File: config.mk
export PLATFORM = sky130hd
export DESIGN_NAME = cmp_trap_unit
export DESIGN_NICKNAME = d
export VERILOG_FILES = /design/src/rtl/cmptrap_pkg.sv /design/src/rtl/ct_operand_sel.sv /design/src/rtl/ct_comparator.sv /design/src/rtl/ct_cond_mask.sv /design/src/rtl/cmp_trap_unit.sv
export SDC_FILE = /design/constraint.sdc
export NUM_CORES = 1
export LEC_CHECK = 0
export BUFFER_PORTS_ARGS = -buffer_cell sky130_fd_sc_hd__clkbuf_2
export CAP_MARGIN = 40
export CORE_MARGIN = 3
export CORE_UTILIZATION = 25
export DETAILED_ROUTE_END_ITERATION = 12
export GPL_TIMING_DRIVEN = 0
export SLEW_MARGIN = 0
export SYNTH_ARGS = -nofsm -noshare
export SYNTH_HDL_FRONTEND = slang
export SYNTH_SLANG_ARGS = --single-unit
File: constraint.sdc
create_clock -name clk -period 3.6 [get_ports clk]
set_input_delay 0.54 -clock clk [delete_from_list [all_inputs] [get_ports clk]]
set_output_delay 0.54 -clock clk [all_outputs]
set_load 0.005 [all_outputs]
File: src/rtl/cmptrap_pkg.sv
package cmptrap_pkg;

    localparam int unsigned WORD_W   = 64;
    localparam int unsigned NARROW_W = 32;
    localparam int unsigned IMM_W    = 16;
    localparam int unsigned MASK_W   = 4;
    localparam int unsigned SRC_W    = 2;

    typedef enum logic [SRC_W-1:0] {
        SRC_REG  = 2'd0,
        SRC_IMM  = 2'd1,
        SRC_MEM  = 2'd2,
        SRC_NONE = 2'd3
    } src_e;

    typedef enum logic [1:0] {
        CC_EQ   = 2'd0,
        CC_LOW  = 2'd1,
        CC_HIGH = 2'd2,
        CC_BAD  = 2'd3
    } cc_e;

    typedef struct packed {
        logic [WORD_W-1:0] lhs;
        logic [WORD_W-1:0] rhs;
        logic              signed_cmp;
        logic              usable;
    } cmp_pair_t;

    // Widen a 16-bit immediate to a full word according to signedness.
    function automatic logic [WORD_W-1:0] widen_imm(input logic [IMM_W-1:0] imm,
                                                   input logic sgn);
        logic fill;
        fill = sgn & imm[IMM_W-1];
        return {{(WORD_W-IMM_W){fill}}, imm};
    endfunction

    // In narrow mode keep only the low half and re-extend it, so one
    // full-width comparator serves both widths.
    function automatic logic [WORD_W-1:0] fit_width(input logic [WORD_W-1:0] v,
                                                   input logic wide,
                                                   input logic sgn);
        logic fill;
        fill = sgn & v[NARROW_W-1];
        return wide ? v : {{(WORD_W-NARROW_W){fill}}, v[NARROW_W-1:0]};
    endfunction

endpackage

File: src/rtl/ct_operand_sel.sv
module ct_operand_sel
    import cmptrap_pkg::*;
(
    input  src_e                 src,
    input  logic                 wide,
    input  logic                 sgn,
    input  logic [WORD_W-1:0]    reg_a,
    input  logic [WORD_W-1:0]    reg_b,
    input  logic [IMM_W-1:0]     imm,
    input  logic [WORD_W-1:0]    mem,
    output cmp_pair_t            pair
);
    logic [WORD_W-1:0] raw_rhs;
    logic              defined;

    always_comb begin
        raw_rhs = '0;
        defined = 1'b1;
        unique case (src)
            SRC_REG:  raw_rhs = reg_b;
            SRC_IMM:  raw_rhs = widen_imm(imm, sgn);
            SRC_MEM:  raw_rhs = mem;
            default:  defined = 1'b0;
        endcase
    end

    always_comb begin
        pair.lhs        = fit_width(reg_a, wide, sgn);
        pair.rhs        = fit_width(raw_rhs, wide, sgn);
        pair.signed_cmp = sgn;
        pair.usable     = defined;
    end
endmodule

File: src/rtl/ct_comparator.sv
module ct_comparator
    import cmptrap_pkg::*;
(
    input  cmp_pair_t pair,
    output cc_e       code
);
    localparam int unsigned EXT_W = WORD_W + 1;

    logic signed [EXT_W-1:0] lhs_x;
    logic signed [EXT_W-1:0] rhs_x;

    // One extra bit turns both signed and unsigned compares into one signed compare.
    always_comb begin
        lhs_x = {pair.signed_cmp & pair.lhs[WORD_W-1], pair.lhs};
        rhs_x = {pair.signed_cmp & pair.rhs[WORD_W-1], pair.rhs};
        if (lhs_x == rhs_x)      code = CC_EQ;
        else if (lhs_x < rhs_x)  code = CC_LOW;
        else                     code = CC_HIGH;
    end
endmodule

File: src/rtl/ct_cond_mask.sv
module ct_cond_mask
    import cmptrap_pkg::*;
(
    input  cc_e              code,
    input  logic [MASK_W-1:0] mask,
    input  logic             usable,
    output logic             hit
);
    localparam int unsigned N_OUTCOMES = MASK_W - 1;

    logic [N_OUTCOMES-1:0] outcome_sel;
    logic [N_OUTCOMES-1:0] enabled;

    // Outcome n maps to the mask bit of weight 8 >> n.
    for (genvar n = 0; n < N_OUTCOMES; n++) begin : g_outcome
        assign outcome_sel[N_OUTCOMES-1-n] = (code == cc_e'(n));
        assign enabled[N_OUTCOMES-1-n]     = mask[MASK_W-1-n];
    end

    assign hit = usable & |(outcome_sel & enabled);
endmodule

File: src/rtl/cmp_trap_unit.sv
module cmp_trap_unit
    import cmptrap_pkg::*;
#(
    parameter int unsigned ADDR_W    = 64,
    parameter int unsigned SUBCODE_W = 4
) (
    input  logic                 clk,
    input  logic                 rst,
    input  logic                 in_valid,
    input  logic [SRC_W-1:0]     src_sel,
    input  logic                 op_wide,
    input  logic                 is_signed,
    input  logic [MASK_W-1:0]    cond_mask,
    input  logic [WORD_W-1:0]    reg_a,
    input  logic [WORD_W-1:0]    reg_b,
    input  logic [IMM_W-1:0]     imm16,
    input  logic [WORD_W-1:0]    mem_word,
    input  logic [ADDR_W-1:0]    next_addr,
    output logic                 trap_pulse,
    output logic [ADDR_W-1:0]    trap_addr,
    output logic [SUBCODE_W-1:0] exc_subcode
);
    cmp_pair_t pair;
    cc_e       code;
    logic      hit;
    logic      fire;

    ct_operand_sel u_sel (
        .src   (src_e'(src_sel)),
        .wide  (op_wide),
        .sgn   (is_signed),
        .reg_a (reg_a),
        .reg_b (reg_b),
        .imm   (imm16),
        .mem   (mem_word),
        .pair  (pair)
    );

    ct_comparator u_cmp (
        .pair (pair),
        .code (code)
    );

    ct_cond_mask u_mask (
        .code   (code),
        .mask   (cond_mask),
        .usable (pair.usable),
        .hit    (hit)
    );

    assign fire = in_valid & hit;

    always_ff @(posedge clk) begin
        if (rst) begin
            trap_pulse <= 1'b0;
            trap_addr  <= '0;
        end else begin
            trap_pulse <= fire;
            if (fire) trap_addr <= next_addr;
        end
    end

    assign exc_subcode = '0;

    // an idle cycle never leads to a trap
    p_idle_quiet_r2: assert property (@(posedge clk) disable iff (rst)
        !in_valid |=> !trap_pulse);

    // a trap presents the address given with the trapping instruction
    p_addr_capture_r10: assert property (@(posedge clk) disable iff (rst)
        trap_pulse |-> trap_addr == $past(next_addr));

    // the saved address changes only with a trap
    p_addr_hold_r10: assert property (@(posedge clk) disable iff (rst)
        !trap_pulse |-> $stable(trap_addr));

    // masks without outcome bits never trap
    p_never_r4: assert property (@(posedge clk) disable iff (rst)
        (in_valid && cond_mask[MASK_W-1:1] == '0) |=> !trap_pulse);

    // all outcome bits set traps for every defined source
    p_always_r5: assert property (@(posedge clk) disable iff (rst)
        (in_valid && (&cond_mask[MASK_W-1:1]) && src_sel != SRC_NONE) |=> trap_pulse);

    // the reserved source never traps
    p_reserved_src_r9: assert property (@(posedge clk) disable iff (rst)
        (in_valid && src_sel == SRC_NONE) |=> !trap_pulse);

    // the comparator reports one of the three outcomes
    p_code_legal_r3: assert property (@(posedge clk) disable iff (rst)
        code != CC_BAD);
endmodule

==> flow_summary.toml, run 1 <==
[sta]
worst_slack_ns = -0.375
finalMaxSlewViolations = 0
hold_viol = 0
worst_pin_slew_ns = 0.524
setup_viol_count_final = 64
fin_crit_sh_pct = 110
max_freq_mhz = 252
slew_headroom_pct = 65.1
period_needed_ns = 3.98
grt_setup_unrepaired = "yes"
finClkSkew_ns = 0

[power]
leakage_uw = 0.00462
p_per_area_nw_per_um2 = 304
power.total_uw = 2790
ir_drop_mv = 0.240

[grt]
grt_pass1_wl_um = 34500
antenna_found_initial = 1
track_usage_pct = 16.3
grt.overflow.total = 0
grt_max_degree = 13
grt_pass1_vias = 6775

[worst_setup_path]
path_cells = "clkbuf_16 > nor2b_4 > nand3_4 > o21a_4 > o21bai_4 > buf_4 > o21ai_2 > or2_2 > ha_4 > nand4_4 > buf_4 > nor4_4 > nand3_2 > nor2_2 > nor4_4 > buf_4 > o211ai_2 > nand2_2 > nor3_4 > buf_12 > buf_12 > buf_12 > mux2i_1"
arrival_ns = 4.22
crit_path_start_kind = "primary input"
r2r_slack_ns = 2.96
worstSetupPathType = "primary input to flip-flop"
max_stage_delay_ns = 0.36
end_kind = "flip-flop"
cp.required_ns = 3.84
path_max_fanout = 6
cp_slowest_cell = "nor4_4"

[floorplanning]
rows = 56
core_area_um2 = 23700
dieArea_um2 = 26200
io_pins = 352
initial_core_util_pct = 25.7
die_w_um = 162
fp.dieH_um = 162

[clocking]
clock-sinks = 65
cts_buffers = 9
clockRootBuffer = "clkbuf_16"
clock_latency_ns = 0.33
cts_max_path_buffers = 2
h-tree-depth = 3
cts_tree = "built"
cts.clk_slew.worst_paths_ns = 0.06

[worst_hold_path]
hold_class = "primary input to flip-flop"

[logic_synthesis]
synth-seq-area-share_pct = 21.4
yosysUniqueCellTypes = 44
synth_cells = 743
ys_ff_latch = 65
synth_commonest_cells = "nand2b_1 (130), mux2i_1 (128), a21oi_1 (73), dfxtp_1 (65), ha_1 (65)"
synth_area_per_cell_um2 = 8.19
ys_warn_count = 0
synth_top_area_share_pct = 21.4
async_reset_ff_share_pct = 0
yosysTopAreaCell = "dfxtp_1"
synth.area.top_cells = "dfxtp_1 (21%), mux2i_1 (21%), ha_1 (13%)"
synth_top_flop_cell = "dfxtp_1"
yosysMostFrequentCell = "nand2b_1"
syn_area_um2 = 6080
synth_edf_count = 0

[route]
detail_route.wl_per_cell_um = 15.4
via_count = 6619
routed_wl_um = 22400
routed_via_density = 4.54
drtIter0Drc = 210
drcViolationCount = 0
ant_nets = 0
dr.pass1.iters = 5

[cells_and_area]
multiInputGateArea_um2 = 4520
final_area_um2 = 9180
syn_to_final_growth_pct = 50.9
nets = 1481
drive_above_1_share_pct = 39.6
n_fill_cell = 2491
seq_area_um2 = 1300
layoutNonFillerInstCount = 1458
post-route-util_pct = 38.8

[placement]
dp.cells = 1409
placed_cell_area_um2 = 8280
hpwl_um = 18500
finalWeightedCongestion = 0.840
port_buffers = 344
pre_cts_slack_ns = -1.25

[job]
drv_cap = 0

[status]
violations = "setup timing"
status = "complete, but fails checks"
## through the flow
step / setup TNS (ns) / hold slack (ns)
after floorplan: 0 / 0.465
after global placement: -75.99 / 0.458
after detailed placement: -77.81 / 0.461
after CTS: -21.69 / 0.438
after global routing: -33.78 / 0.451
final: -20.85 / 0.453
## state kept, by name, summed over array words and instances (netlist names)
register    count
trap_addr      64
trap_pulse      1
## routing by layer
layer,GRT usage [%],up-vias,routed length (um)
li1,-,3366,-
met1,19.4,2964,9440
met2,29.1,261,10700
met3,3.72,28,1700
met4,4.89,0,566
met5,0,-,0
## layout by cell type, fill, tap and decap left out, types with 9 or more instances in the layout
| cell type | synthesis | final |
|---|---|---|
| clkbuf_2 | 0 | 349 |
| buf_12 | 6 | 9 |
| a21oi_1 | 73 | 72 |
| clkbuf_16 | 0 | 13 |
| inv_1 | 35 | 35 |
| nand4_1 | 12 | 12 |
| clkbuf_1 | 36 | 23 |
| dfxtp_1 | 65 | 65 |
| ha_1 | 65 | 64 |
| nor2_1 | 54 | 52 |
| o21a_1 | 19 | 18 |
| mux2i_1 | 128 | 128 |
| o21ai_0 | 38 | 30 |
| nand2_1 | 19 | 17 |
| nand2b_1 | 130 | 130 |
| buf_4 | 4 | 28 |
## layout make-up
cell class                      instances  share of cell area [%]
Inverter                               35                    1.43
Antenna cell                            1                  0.0273
Sequential cell                        65                    14.2
Buffer                                 52                    4.01
Timing Repair Buffer                  378                    23.5
Tap cell                              319                    4.35
Clock inverter                          6                   0.722
Multi-Input combinational cell        592                    49.2
Clock buffer                           10                    2.60
## where the power goes
group / internal, uW / total [uW] / switching, uW / leakage (uW)
Clock: 556 / 888 / 333 / 0.000141
Combinational: 578 / 1090 / 508 / 0.00394
Sequential: 785 / 819 / 34.2 / 0.000531
Total: 1920 / 2790 / 875 / 0.00462
## final timing paths
kind	start	endpoint	cells after the start
min	next_addr[23]	trap_addr[23]$_SDFFE_PP0P_	3
min reg2reg	trap_addr[25]$_SDFFE_PP0P_	trap_addr[25]$_SDFFE_PP0P_	2
max reg2reg	trap_addr[51]$_SDFFE_PP0P_	trap_addr[51]$_SDFFE_PP0P_	2
max	src_sel[1]	trap_addr[51]$_SDFFE_PP0P_	23
## kinds of logic (layout without fill, tap and decap cells)
group | Yosys count | count (layout) | synth area share [%]
fa+ha+maj | 65 | 65 | 13.4
mux | 128 | 128 | 21.1
other cells | 1 | 5 | 0.0616
simple gates | 246 | 246 | 22.6
buf+inv | 89 | 481 | 7.46
compound gates | 149 | 149 | 14.0
flops | 65 | 65 | 21.4
## worst max-delay path: cells and delay by family
family,cells,cell delay [ns]
compound gates,4,0.46
buf+inv,7,1.00
simple gates,10,1.69
fa+ha+maj,1,0.29
mux,1,0.21
## repair_timing
action	4_1_cts	5_1_grt
hold buffers	0	0
endpoints found under the setup margin	65	65
gates resized for setup	55	19
gates cloned	5	3
pin swaps	23	15
buffers inserted	23	6
Note: power is estimated with default switching activity, not from simulation.
==> run 2: changes to the inputs <==
GPL_TIMING_DRIVEN = not set   (was 0)
==> flow_summary.toml, run 2 (synthesis gave the netlist of run 1 again) <==
[worst_setup_path]
arrival_ns = 3.97
critPathLaunch = "src_sel[1]"
end_kind = "flip-flop"
crit_path_start_kind = "primary input"
worstSetupPathType = "primary input to flip-flop"
path_max_fanout = 14
rr_startpoint = "trap_addr[0]$_SDFFE_PP0P_"
cp.required_ns = 3.85

[status]
status = "complete, but fails checks"
violations = "setup timing"

[power]
power.total_uw = 2690
p_per_area_nw_per_um2 = 292
clkPwrFrac_pct = 30.2
switchingPower_uw = 848
leakage_uw = 0.00468
power.share.switching_pct = 31.5
p_int_uw = 1850
seqPwrFrac_pct = 30.4
ir_drop_mv = 0.164
p_comb_share_pct = 39.3

[grt]
grt.overflow.total = 0
antenna_found_initial = 2
grt_pass1_wl_um = 32700
grt_max_degree = 66
grt_pass1_vias = 6616
track_usage_pct = 15.2

[clocking]
cts_buffers = 9
h-tree-depth = 3
cts.clk_slew.worst_paths_ns = 0.06
clock-sinks = 65
clock_latency_ns = 0.32
cts_max_path_buffers = 2
cts_hold_buf = 0
cts_tree = "built"
clockRootBuffer = "clkbuf_16"

[placement]
port_buffers = 346
hpwl_um = 17200
finalWeightedCongestion = 0.809

[sta]
worst_slack_ns = -0.117
hold_viol = 0
max_freq_mhz = 269
holdWs_ns = 0.443
period_needed_ns = 3.72
setup_viol_count_final = 64
grt_setup_unrepaired = "yes"
fin_crit_sh_pct = 103
finClkSkew_ns = 0
finalMaxSlewViolations = 0

[floorplanning]
die_w_um = 162
rows = 56
fp.dieH_um = 162
core_area_um2 = 23700
io_pins = 352
dieArea_um2 = 26200
initial_core_util_pct = 25.7

[route]
ant_nets = 0
dr.pass1.iters = 4
routed_via_density = 4.48
via_count = 6550
detail_route.wl_per_cell_um = 14.2
drcViolationCount = 0
routed_wl_um = 20800
drtIter0Drc = 289

[cells_and_area]
layout_commonest_cell = "clkbuf_2"
top_regs = "trap_addr (64), trap_pulse (1)"
syn_to_final_growth_pct = 51.9
n_fill_cell = 2468
multiInputGateArea_um2 = 4490
nets = 1486
largest_reg_flops = 64
seq_area_um2 = 1300
final_cell_mix = "clkbuf_2 (344), nand2b_1 (130), mux2i_1 (128)"
drive_above_1_share_pct = 41.9
top_register = "trap_addr"

[job]
drv_cap = 0

[worst_hold_path]
hp-start = "next_addr[44]"
hold_class = "primary input to flip-flop"
[run 2: final timing paths]
path,to,slack (ns),depth (start not counted)
setup / recovery,trap_addr[53]$_SDFFE_PP0P_,-0.12,21
hold / removal,trap_addr[44]$_SDFFE_PP0P_,0.44,3
setup reg to reg,trap_addr[0]$_SDFFE_PP0P_,2.97,2
hold reg to reg,trap_addr[19]$_SDFFE_PP0P_,0.47,2
[run 2: through the flow]
step	TNS, ns	util (%)	cells	setup slack (ns)	cell area [um2]
floorplan	0	-	746	0.0204	6160
global placement	-34.56	36.4	1425	-0.550	8620
detailed placement	-38.60	36.4	1425	-0.633	8620
CTS	-10.72	38.3	1452	-0.210	9060
global route	-17.59	39.0	1463	-0.330	9240
finish	-4.14	39.0	1463	-0.117	9240
[run 2: final cells by class]
type                       count  share of cell area, %
multi-input combinational    592                   48.6
timing repair buffer         435                   28.5
sequential                    65                   14.1
tap                          319                   4.32
clock buffer                  10                   2.59
inverter                      35                   1.42
clock inverter                 6                  0.447
antenna                        1                 0.0271
[run 2: power by group through the flow]
stage | clock network, uW | registers, uW | logic (uW)
after floorplan | 0 | 837 | 566
after global placement | 0 | 833 | 975
after detailed placement | 0 | 836 | 988
after CTS | 843 | 820 | 1030
after global routing | 872 | 828 | 1180
final | 815 | 820 | 1060
[run 2: critical path, cell delays in order]
cell and delay [ns]:
buf_12 0.11, nor2b_4 0.11, nand3_2 0.10, o21a_4 0.15, o21bai_4 0.23, buf_6 0.13
o21ai_2 0.05, or2_4 0.23, ha_4 0.22, nand4_4 0.12, buf_6 0.11, nor3_2 0.03
a221oi_1 0.27, o21ai_1 0.16, nor4_2 0.37, o2bb2ai_1 0.18, nand2_2 0.10, nor3_4 0.15
buf_12 0.19, buf_12 0.17, mux2i_1 0.20
[run 2: per-layer routing]
layer	global-route usage, %	share of wire, %	vias to the layer above
met2	27.2	49	241
met5	0	0.063	-
met4	3.88	1.4	2
met3	3.55	7.7	22
li1	-	-	3371
met1	18.4	42	2914
[run 2: timing repair]
action / 4_1_cts / 5_1_grt
pin swaps: 6 / 10
buffers inserted: 9 / 10
gates resized for setup: 20 / 25
setup endpoints to repair: 64 / 65
cloned: 2 / 1
